--- src/rtl/fwc_pkg.sv ---
// Package: shared select codes and the decoded access kind for the
// faulting-instruction capture block. Assumes register 8 selects 1 and 2
// belong to this block and select 0 belongs to a neighbour.
package fwc_pkg;
    localparam int SEL_VADDR  = 0;
    localparam int SEL_FAULT  = 1;
    localparam int SEL_BRANCH = 2;
    localparam int NUM_SLOTS  = 2;

    // Decoded meaning of the current access.
    typedef enum logic [1:0] {
        SLOT_NONE   = 2'd0,
        SLOT_FAULT  = 2'd1,
        SLOT_BRANCH = 2'd2,
        SLOT_BAD    = 2'd3
    } slot_e;
endpackage

--- src/rtl/fwc_capture_reg.sv ---
// Module: one capture register with load enable and synchronous
// active-low reset to zero. Assumes load is already qualified by commit.
module fwc_capture_reg #(
    parameter int WORD_W = 32
) (
    input  logic              clk,
    input  logic              rst_n,
    input  logic              load,
    input  logic [WORD_W-1:0] din,
    output logic [WORD_W-1:0] q
);
    // Purpose: clear on reset, take din on load, otherwise hold.
    always_ff @(posedge clk) begin
        if (!rst_n)
            q <= '0;
        else if (load)
            q <= din;
    end

    AST_HOLD_WITHOUT_LOAD: assert property (@(posedge clk) disable iff (!rst_n)
        !load |=> q == $past(q));
endmodule

--- src/rtl/fwc_decode.sv ---
// Module: decodes a register/select access into the slot it targets.
// Reads of selects 1 and 2 map to the two capture registers. Writes and
// select 0 map to nothing. Selects above 2 at the home register are bad.
module fwc_decode
    import fwc_pkg::*;
#(
    parameter int REG_W    = 5,
    parameter int SEL_W    = 3,
    parameter int HOME_REG = 8
) (
    input  logic             acc_valid,
    input  logic             acc_write,
    input  logic [REG_W-1:0] acc_reg,
    input  logic [SEL_W-1:0] acc_sel,
    output slot_e            slot
);
    localparam logic [REG_W-1:0] HOME = REG_W'(HOME_REG);

    // Purpose: classify the access by register number, select and direction.
    always_comb begin
        slot = SLOT_NONE;
        if (acc_valid && acc_reg == HOME) begin
            if (acc_sel > SEL_W'(SEL_BRANCH))
                slot = SLOT_BAD;
            else if (!acc_write && acc_sel == SEL_W'(SEL_FAULT))
                slot = SLOT_FAULT;
            else if (!acc_write && acc_sel == SEL_W'(SEL_BRANCH))
                slot = SLOT_BRANCH;
        end
    end
endmodule

--- src/rtl/fwc_read_path.sv ---
// Module: read multiplexer with per-register presence gating and optional
// sign extension to the wide read path. Assumes OUT_W is twice WORD_W.
module fwc_read_path
    import fwc_pkg::*;
#(
    parameter int WORD_W = 32
) (
    input  slot_e               slot,
    input  logic                fault_present,
    input  logic                branch_present,
    input  logic                wide,
    input  logic [WORD_W-1:0]   fault_word,
    input  logic [WORD_W-1:0]   branch_word,
    output logic [2*WORD_W-1:0] rd_data
);
    logic [WORD_W-1:0] word;

    // Purpose: pick the addressed register, zero when absent or unmapped.
    always_comb begin
        word = '0;
        unique case (slot)
            SLOT_FAULT:  if (fault_present)  word = fault_word;
            SLOT_BRANCH: if (branch_present) word = branch_word;
            default:     word = '0;
        endcase
    end

    // Purpose: widen the selected word, sign-extending on wide reads.
    always_comb begin
        rd_data = {{WORD_W{wide & word[WORD_W-1]}}, word};
    end
endmodule

--- src/rtl/fault_instr_capture.sv ---
// Module: top of the faulting-instruction capture pair. Captures the
// faulting word unless the fault had no valid word, and captures the prior
// branch only for delay-slot faults. Reads are combinational, writes are
// dropped. Assumes exc_commit is high for exactly one cycle per exception.
module fault_instr_capture
    import fwc_pkg::*;
#(
    parameter int WORD_W   = 32,
    parameter int REG_W    = 5,
    parameter int SEL_W    = 3,
    parameter int HOME_REG = 8
) (
    input  logic                clk,
    input  logic                rst_n,
    input  logic                exc_commit,
    input  logic [WORD_W-1:0]   exc_instr,
    input  logic [WORD_W-1:0]   exc_prev_instr,
    input  logic                exc_in_delay_slot,
    input  logic                exc_word_unavail,
    input  logic                cfg_fault_present,
    input  logic                cfg_branch_present,
    input  logic                acc_valid,
    input  logic                acc_write,
    input  logic [REG_W-1:0]    acc_reg,
    input  logic [SEL_W-1:0]    acc_sel,
    input  logic [WORD_W-1:0]   acc_wdata,
    input  logic                acc_wide,
    output logic [2*WORD_W-1:0] rd_data,
    output logic                acc_illegal
);
    localparam int OUT_W = 2 * WORD_W;

    slot_e             slot;
    logic [NUM_SLOTS-1:0] load;
    logic [WORD_W-1:0] din [NUM_SLOTS];
    logic [WORD_W-1:0] q   [NUM_SLOTS];
    logic              unused_wdata;

    // Purpose: write data is discarded by design; fold it away.
    assign unused_wdata = ^acc_wdata;

    // Purpose: form per-register load enables and data sources.
    always_comb begin
        load[0] = exc_commit && !exc_word_unavail;
        load[1] = exc_commit && exc_in_delay_slot;
        din[0]  = exc_instr;
        din[1]  = exc_prev_instr;
    end

    for (genvar i = 0; i < NUM_SLOTS; i++) begin : g_cap
        fwc_capture_reg #(.WORD_W(WORD_W)) u_reg (
            .clk  (clk),
            .rst_n(rst_n),
            .load (load[i]),
            .din  (din[i]),
            .q    (q[i])
        );
    end

    fwc_decode #(.REG_W(REG_W), .SEL_W(SEL_W), .HOME_REG(HOME_REG)) u_dec (
        .acc_valid(acc_valid),
        .acc_write(acc_write),
        .acc_reg  (acc_reg),
        .acc_sel  (acc_sel),
        .slot     (slot)
    );

    fwc_read_path #(.WORD_W(WORD_W)) u_rd (
        .slot          (slot),
        .fault_present (cfg_fault_present),
        .branch_present(cfg_branch_present),
        .wide          (acc_wide),
        .fault_word    (q[0]),
        .branch_word   (q[1]),
        .rd_data       (rd_data)
    );

    // Purpose: flag undefined selects at the home register.
    assign acc_illegal = (slot == SLOT_BAD);

    AST_FAULT_LOADS: assert property (@(posedge clk) disable iff (!rst_n)
        exc_commit && !exc_word_unavail |=> q[0] == $past(exc_instr));
    AST_FAULT_KEPT_NO_WORD: assert property (@(posedge clk) disable iff (!rst_n)
        exc_commit && exc_word_unavail |=> $stable(q[0]));
    AST_BRANCH_LOADS: assert property (@(posedge clk) disable iff (!rst_n)
        exc_commit && exc_in_delay_slot |=> q[1] == $past(exc_prev_instr));
    AST_BRANCH_KEPT: assert property (@(posedge clk) disable iff (!rst_n)
        exc_commit && !exc_in_delay_slot |=> $stable(q[1]));
    AST_ILLEGAL_READS_ZERO: assert property (@(posedge clk) disable iff (!rst_n)
        acc_illegal |-> rd_data == '0);
    AST_ABSENT_READS_ZERO: assert property (@(posedge clk) disable iff (!rst_n)
        (slot == SLOT_FAULT && !cfg_fault_present) ||
        (slot == SLOT_BRANCH && !cfg_branch_present) |-> rd_data == '0);
    AST_WIDE_SIGN: assert property (@(posedge clk) disable iff (!rst_n)
        acc_wide |-> rd_data[OUT_W-1:WORD_W] == {WORD_W{rd_data[WORD_W-1]}});
    AST_NARROW_UPPER_ZERO: assert property (@(posedge clk) disable iff (!rst_n)
        !acc_wide |-> rd_data[OUT_W-1:WORD_W] == '0);
endmodule

--- config.mk ---
export PLATFORM = sky130hd
export DESIGN_NAME = fault_instr_capture
export DESIGN_NICKNAME = d
export VERILOG_FILES = /design/src/rtl/fwc_pkg.sv /design/src/rtl/fwc_capture_reg.sv /design/src/rtl/fwc_decode.sv /design/src/rtl/fwc_read_path.sv /design/src/rtl/fault_instr_capture.sv
export SDC_FILE = /design/constraint.sdc
export NUM_CORES = 1
export LEC_CHECK = 0
export BUFFER_PORTS_ARGS = -buffer_cell sky130_fd_sc_hd__buf_4
export CAP_MARGIN = 40
export CORE_MARGIN = 1.5
export CORE_UTILIZATION = 44
export CTS_CLUSTER_DIAMETER = 40
export CTS_CLUSTER_SIZE = 16
export DETAILED_ROUTE_END_ITERATION = 10
export GPL_TIMING_DRIVEN = 0
export PLACE_DENSITY = 0.8
export SETUP_SLACK_MARGIN = 0.15
export SKIP_LAST_GASP = 1
export SLEW_MARGIN = 10
export SYNTH_ARGS = -nofsm -noshare
export SYNTH_HDL_FRONTEND = slang
export SYNTH_SLANG_ARGS = --single-unit
--- constraint.sdc ---
create_clock -name clk -period 4.4 [get_ports clk]
set_clock_uncertainty 0.05 [all_clocks]
set_input_delay 0.44 -clock clk [delete_from_list [all_inputs] [get_ports clk]]
set_output_delay 0.44 -clock clk [all_outputs]
set_load 0.01 [all_outputs]
**Word level (Yosys, flattened, before mapping)**

Index checks and enable logic that the tools add are counted.

- Word-level logic and storage cells: 24
- Register bits after elaboration: 64
- Input port bits: 114
- Output and inout port bits: 65

- Mux-type cells: 7
- Bitwise logic cells: 1
- Magnitude comparators: 1
- Reductions and logical operators: 7
- Equal/unequal tests: 6

Operators by type and width:

| operator | number |
|---|---|
| 2-to-1 mux 32 bit | 2 |
| case mux 32 bit (2 select lines) | 1 |
| 2-to-1 mux 2 bit | 4 |
| equality test 5 x 4 -> 1 bit, second input constant | 1 |
| logical AND 1 bit | 5 |
| equality test 2 bit, second input constant | 2 |
| equality test 3 x 1 -> 1 bit, second input constant | 1 |
| equality test 3 x 2 -> 1 bit, second input constant | 1 |
| > comparator 3 x 2 -> 1 bit, second input constant | 1 |
| equality test 2 x 1 -> 1 bit, second input constant | 1 |
| zero test 1 bit | 2 |
| bitwise AND 1 bit | 1 |

**Logic depth before layout (Yosys ltp)**

- Depth in word-level cells: 9
- Gate-level depth with buffers: 9
- Gate-level depth less buffers: 7

**Modules after synthesis**

Synthesis repeated with hierarchy kept, for this count alone.

- Cells, all modules: 366
- Area total of the unflattened synthesis: 3,458.3 sq um

By module, submodules not included:

| module | instances | cells each | area each (sq um) | sequential area each (sq um) |
|---|---|---|---|---|
| fwc_capture_reg | 2 | 103 | 1,243.7 | 640.6 |
| fwc_read_path | 1 | 149 | 892.1 | 0.0 |
| fwc_decode | 1 | 8 | 52.6 | 0.0 |
| fault_instr_capture | 1 | 3 | 26.3 | 0.0 |

**Worst setup path after synthesis**

Ideal clock, no wire load.

- Path type: input -> output
- Start: input port acc_reg[1]
- End: output port rd_data[33]
- Data arrival time: 3.811 ns
- Buffers on the path: 2
- Cell stages on the path: 7
- Slack: 0.099 ns
- Required time: 3.910 ns
- Path through: nor4b_2 -> nand3b_1 -> or2_1 -> ha_1 -> clkbuf_1 -> nor3b_1 -> buf_4

- Longest elaborated chain between the ends: 6
- Elaborated cells on any way between the ends: 7
- Those cells by class: eq/ne (3); mux (2); bitwise (1); reduce/logical (1)

Ends and longest elaborated chain:

| what | line | text |
|---|---|---|
| start, declared | fault_instr_capture.sv:24 | `input logic [REG_W-1:0] acc_reg,` |
| equality test 5 x 4 -> 1 bit * | fwc_decode.sv:22 | `if (acc_valid && acc_reg == HOME) begin` |
| logical AND 1 bit * | fwc_decode.sv:22 |  |
| 2-to-1 mux 2 bit * | fwc_decode.sv:22 |  |
| equality test 2 bit / equality test 2 x 1 -> 1 bit (equally long branches) | fwc_read_path.sv:21 | `unique case (slot)` |
| case mux 32 bit (2 select lines) * | fwc_read_path.sv:21 |  |
| bitwise AND 1 bit * | fwc_read_path.sv:30 | `rd_data = {{WORD_W{wide & word[WORD_W-1]}}, word};` |
| end, declared | fault_instr_capture.sv:28 | `output logic [2*WORD_W-1:0] rd_data,` |

Mark *: on every way between the ends. The rest lies on a longest branch, timed or not.

**Worst setup path after layout**

- Start: input port acc_reg[1]
- End: output port rd_data[10]

- Longest elaborated chain between the ends: 5
- Elaborated cells on any way between the ends: 6
- Those cells by class: eq/ne (3); mux (2); reduce/logical (1)

Ends and longest elaborated chain:

| what | line |
|---|---|
| equality test 5 x 4 -> 1 bit * | fwc_decode.sv:22 |
| logical AND 1 bit * | fwc_decode.sv:22 |
| 2-to-1 mux 2 bit * | fwc_decode.sv:22 |
| equality test 2 bit / equality test 2 x 1 -> 1 bit (equally long branches) | fwc_read_path.sv:21 |
| case mux 32 bit (2 select lines) * | fwc_read_path.sv:21 |

Marked as above.

==> impl_metrics.tcl <==
set metrics [dict create \
    status "complete, no violations" \
    pwr-share-comb_pct 10.7 \
    p_sw_w 0.0002908 \
    rsz0062_at_grt "no" \
    setup_tns_ns 0 \
    die_x_um 88.27 \
    synth_cells 404 \
    dp_hpwl_mm 6.624 \
    leakagePower_nw 2.071 \
    hold_viol 0 \
    die_h_um 88.27 \
    grt_pass1_vias 2962 \
    critical_path.top_delay_family "buffers and inverters" \
    wl_per_cell_um 13.37 \
    postCtsSetupRepairBufs 0 \
    p_per_area_nw_per_um2 288.4 \
    crit_buf_inv 4 \
    worstMarginPinSlew_ns 0.5539 \
    crit_chain "buf_4, nor4b_2, nand3b_1, or2_1, ha_1, clkbuf_1, clkbuf_1, nor2_1, buf_4" \
    antenna_found_initial 0 \
    row_count 30 \
    hold_end "g_cap[1].u_reg.q[4]$_SDFFE_PN0P_" \
    cts.path.max_buffers 2 \
    diodes 0 \
    area_growth_syn_to_layout_pct 45.87 \
    synth_top_area_share_pct 40.05 \
    die_area_sq_um 7792 \
    hold_start "exc_prev_instr[4]" \
    cts_sinks 64 \
    fin_crit_ns 3.130 \
    drv_slew 0 \
    dominantRegCellSynth "dfxtp_1" \
    avgSynthCellArea_sq_um 7.919 \
    cts_max_level 3 \
    final_nets 678 \
    synthTopCellsByCount "nand2_1 (129), dfxtp_1 (64), a21boi_1 (57), nor2_1 (34), buf_4 (33)" \
    sw_frac_of_total_pct 21.61 \
    first_pass_iters 4 \
    synth-seq-cells 64 \
    tritoncts "done" \
    seq_power_share_pct 46.1 \
    dpl.cell_count 646 \
    critPathMaxStageDelay_ns 0.49 \
    vias_per_cell 4.858 \
    largest-register "g_cap.u_reg.q" \
    r2r_start "g_cap[0].u_reg.q[29]$_SDFFE_PN0P_" \
    grt_max_degree 31 \
    rr_endpoint "g_cap[0].u_reg.q[29]$_SDFFE_PN0P_" \
    cts_made_buffers 9 \
    vias 3216 \
    final_core_util_pct 67.57 \
    yosysMostFrequentCell "nand2_1" \
    synth_cell_type_count 21 \
    intPower_w 0.001055 \
    cts_root_buf "clkbuf_8" \
    holdPathStages 3 \
    drc 0 \
    hold_buffers 0 \
    crit_slowest_cell "clkbuf_1" \
    reg.largest.list "g_cap.u_reg.q: 64 flops" \
    synth_warnings 0 \
    synthArstFlopShare_pct 0 \
    critPathLaunchType "input port" \
    crit_required_ns 3.91 \
    slew_headroom_pct 63.08 \
    clk_pin_slew_ns 0.07 \
    hp-class "in2reg" \
    drt-initial-drc-count 109 \
    setup.worst_path.start "acc_reg[1]" \
    pin_count 179 \
    r2r_slack_ns 3.70 \
    largest_register_ffs 64 \
    arrival_ns 2.64 \
    netlist_area_sq_um 3199 \
    critPathCaptureType "primary output" \
    postRouteWirelength_mm 8.852 \
    grt_overflow 0 \
    vdd.ir_drop.worst_mv 0.2125 \
    syn-num-nets 521 \
    start_util_pct 46.32 \
    grt_pass1_wl_mm 13.66 \
    setup_violations 0 \
    gp_congestion 0.8100 \
    synth_area_leaders "dfxtp_1 (40%), nand2_1 (15%), a21boi_1 (13%)" \
    grt_usage_pct 22.90 \
    clk_latency_ns 0.33 \
    final_layout_size_suffix_gt1_share_pct 38.16 \
    reg2reg_depth 2 \
    clockPowerShare_pct 43.2 \
    yosys.area.top_type "dfxtp_1" \
    maxCapViolations 0 \
    core_area_sq_um 6907 \
    instances_no_fill 662 \
    final.period_utilization_pct 71.14 \
    synth-edff-count 0 \
    yosysSeqAreaShare_pct 40.05 \
    cts_resized 0 \
    antenna_left 0 \
    port_buffers 145 \
    max_freq_mhz 319.5 \
    cp_max_fo 10 \
    crit_type "in2out" \
]
power groups by stage:
stage / combinational (W) / sequential (W) / clock (W)
5_1_grt: 0.000160 / 0.000622 / 0.000614
3_3_place_gp: 0.000142 / 0.000632 / 0
4_1_cts: 0.000145 / 0.000620 / 0.000591
6_report: 0.000144 / 0.000620 / 0.000581
3_5_place_dp: 0.000145 / 0.000633 / 0
2_1_floorplan: 0.0000698 / 0.000629 / 0
worst max path at each step:
stage               depth (start not counted)           to
floorplan                                   7  rd_data[33]
global placement                            9  rd_data[52]
detailed placement                          9  rd_data[10]
CTS                                         9  rd_data[10]
global route                                9  rd_data[10]
finish                                      9  rd_data[10]
cell families (layout without fill, tap and decap cells):
group                      count (synthesis)  in the layout  synth area share (%)
adders and majority gates                  3              3                 1.173
buffers and inverters                     64            226                 14.08
AOI/OAI and AO/OA                         98             98                 22.84
and+or+nand+nor                          175            175                 21.86
DFF                                       64             64                 40.05
through the flow:
| stage | worst slack (ns) | total power [W] | instance area [sq um] | hold slack, ns |
|---|---|---|---|---|
| 2_1_floorplan | 1.036 | 0.0006987 | 3204 | 0.3847 |
| 3_3_place_gp | 0.6286 | 0.0007736 | 4413 | 0.3906 |
| 3_5_place_dp | 1.243 | 0.0007777 | 4434 | 0.3949 |
| 4_1_cts | 1.243 | 0.001356 | 4667 | 0.2843 |
| 5_1_grt | 1.111 | 0.001396 | 4667 | 0.2875 |
| 6_report | 1.270 | 0.001346 | 4667 | 0.2955 |
routing by layer:
| metal | GRT usage (%) | wire length (um) |
|---|---|---|
| met1 | 27.67 | 3636 |
| met3 | 6.157 | 815 |
| met5 | 0 | 0 |
| met2 | 39.97 | 4321 |
| met4 | 6.818 | 79 |
placed cells by master (no fill, tap or decap):
cell,synthesis,routed
nor4b_2,1,1
and2_1,3,3
buf_2,10,10
ha_1,3,3
nand2b_1,3,3
clkbuf_2,2,2
or2_1,2,2
and2b_1,1,1
a21boi_1,57,57
bufinv_16,0,2
a21oi_1,2,2
clkbuf_8,0,12
dfxtp_1,64,64
nor2_1,34,34
nand3b_1,1,1
buf_6,8,8
buf_4,33,178
nor3b_4,0,1
clkbuf_1,10,12
a22oi_1,32,32
nand2_1,129,129
buf_8,1,2
a21boi_0,7,7
final cells by class:
class                      count  area, sq um
fill                         638         2240
clock buffer                  14        172.7
clock inverter                 2        60.06
buffer                        64        450.4
tap                           96        120.1
timing repair buffer         146         1104
multi-input combinational    276         1479
sequential                    64         1281
worst min-delay path: cells and delay by family:
kind | cells | cell delay (ns)
buffers and inverters | 1 | 0.10
AND/OR/NAND/NOR | 1 | 0.04
AO/OA/AOI/OAI | 1 | 0.05
(Power assumes the default switching activity.)
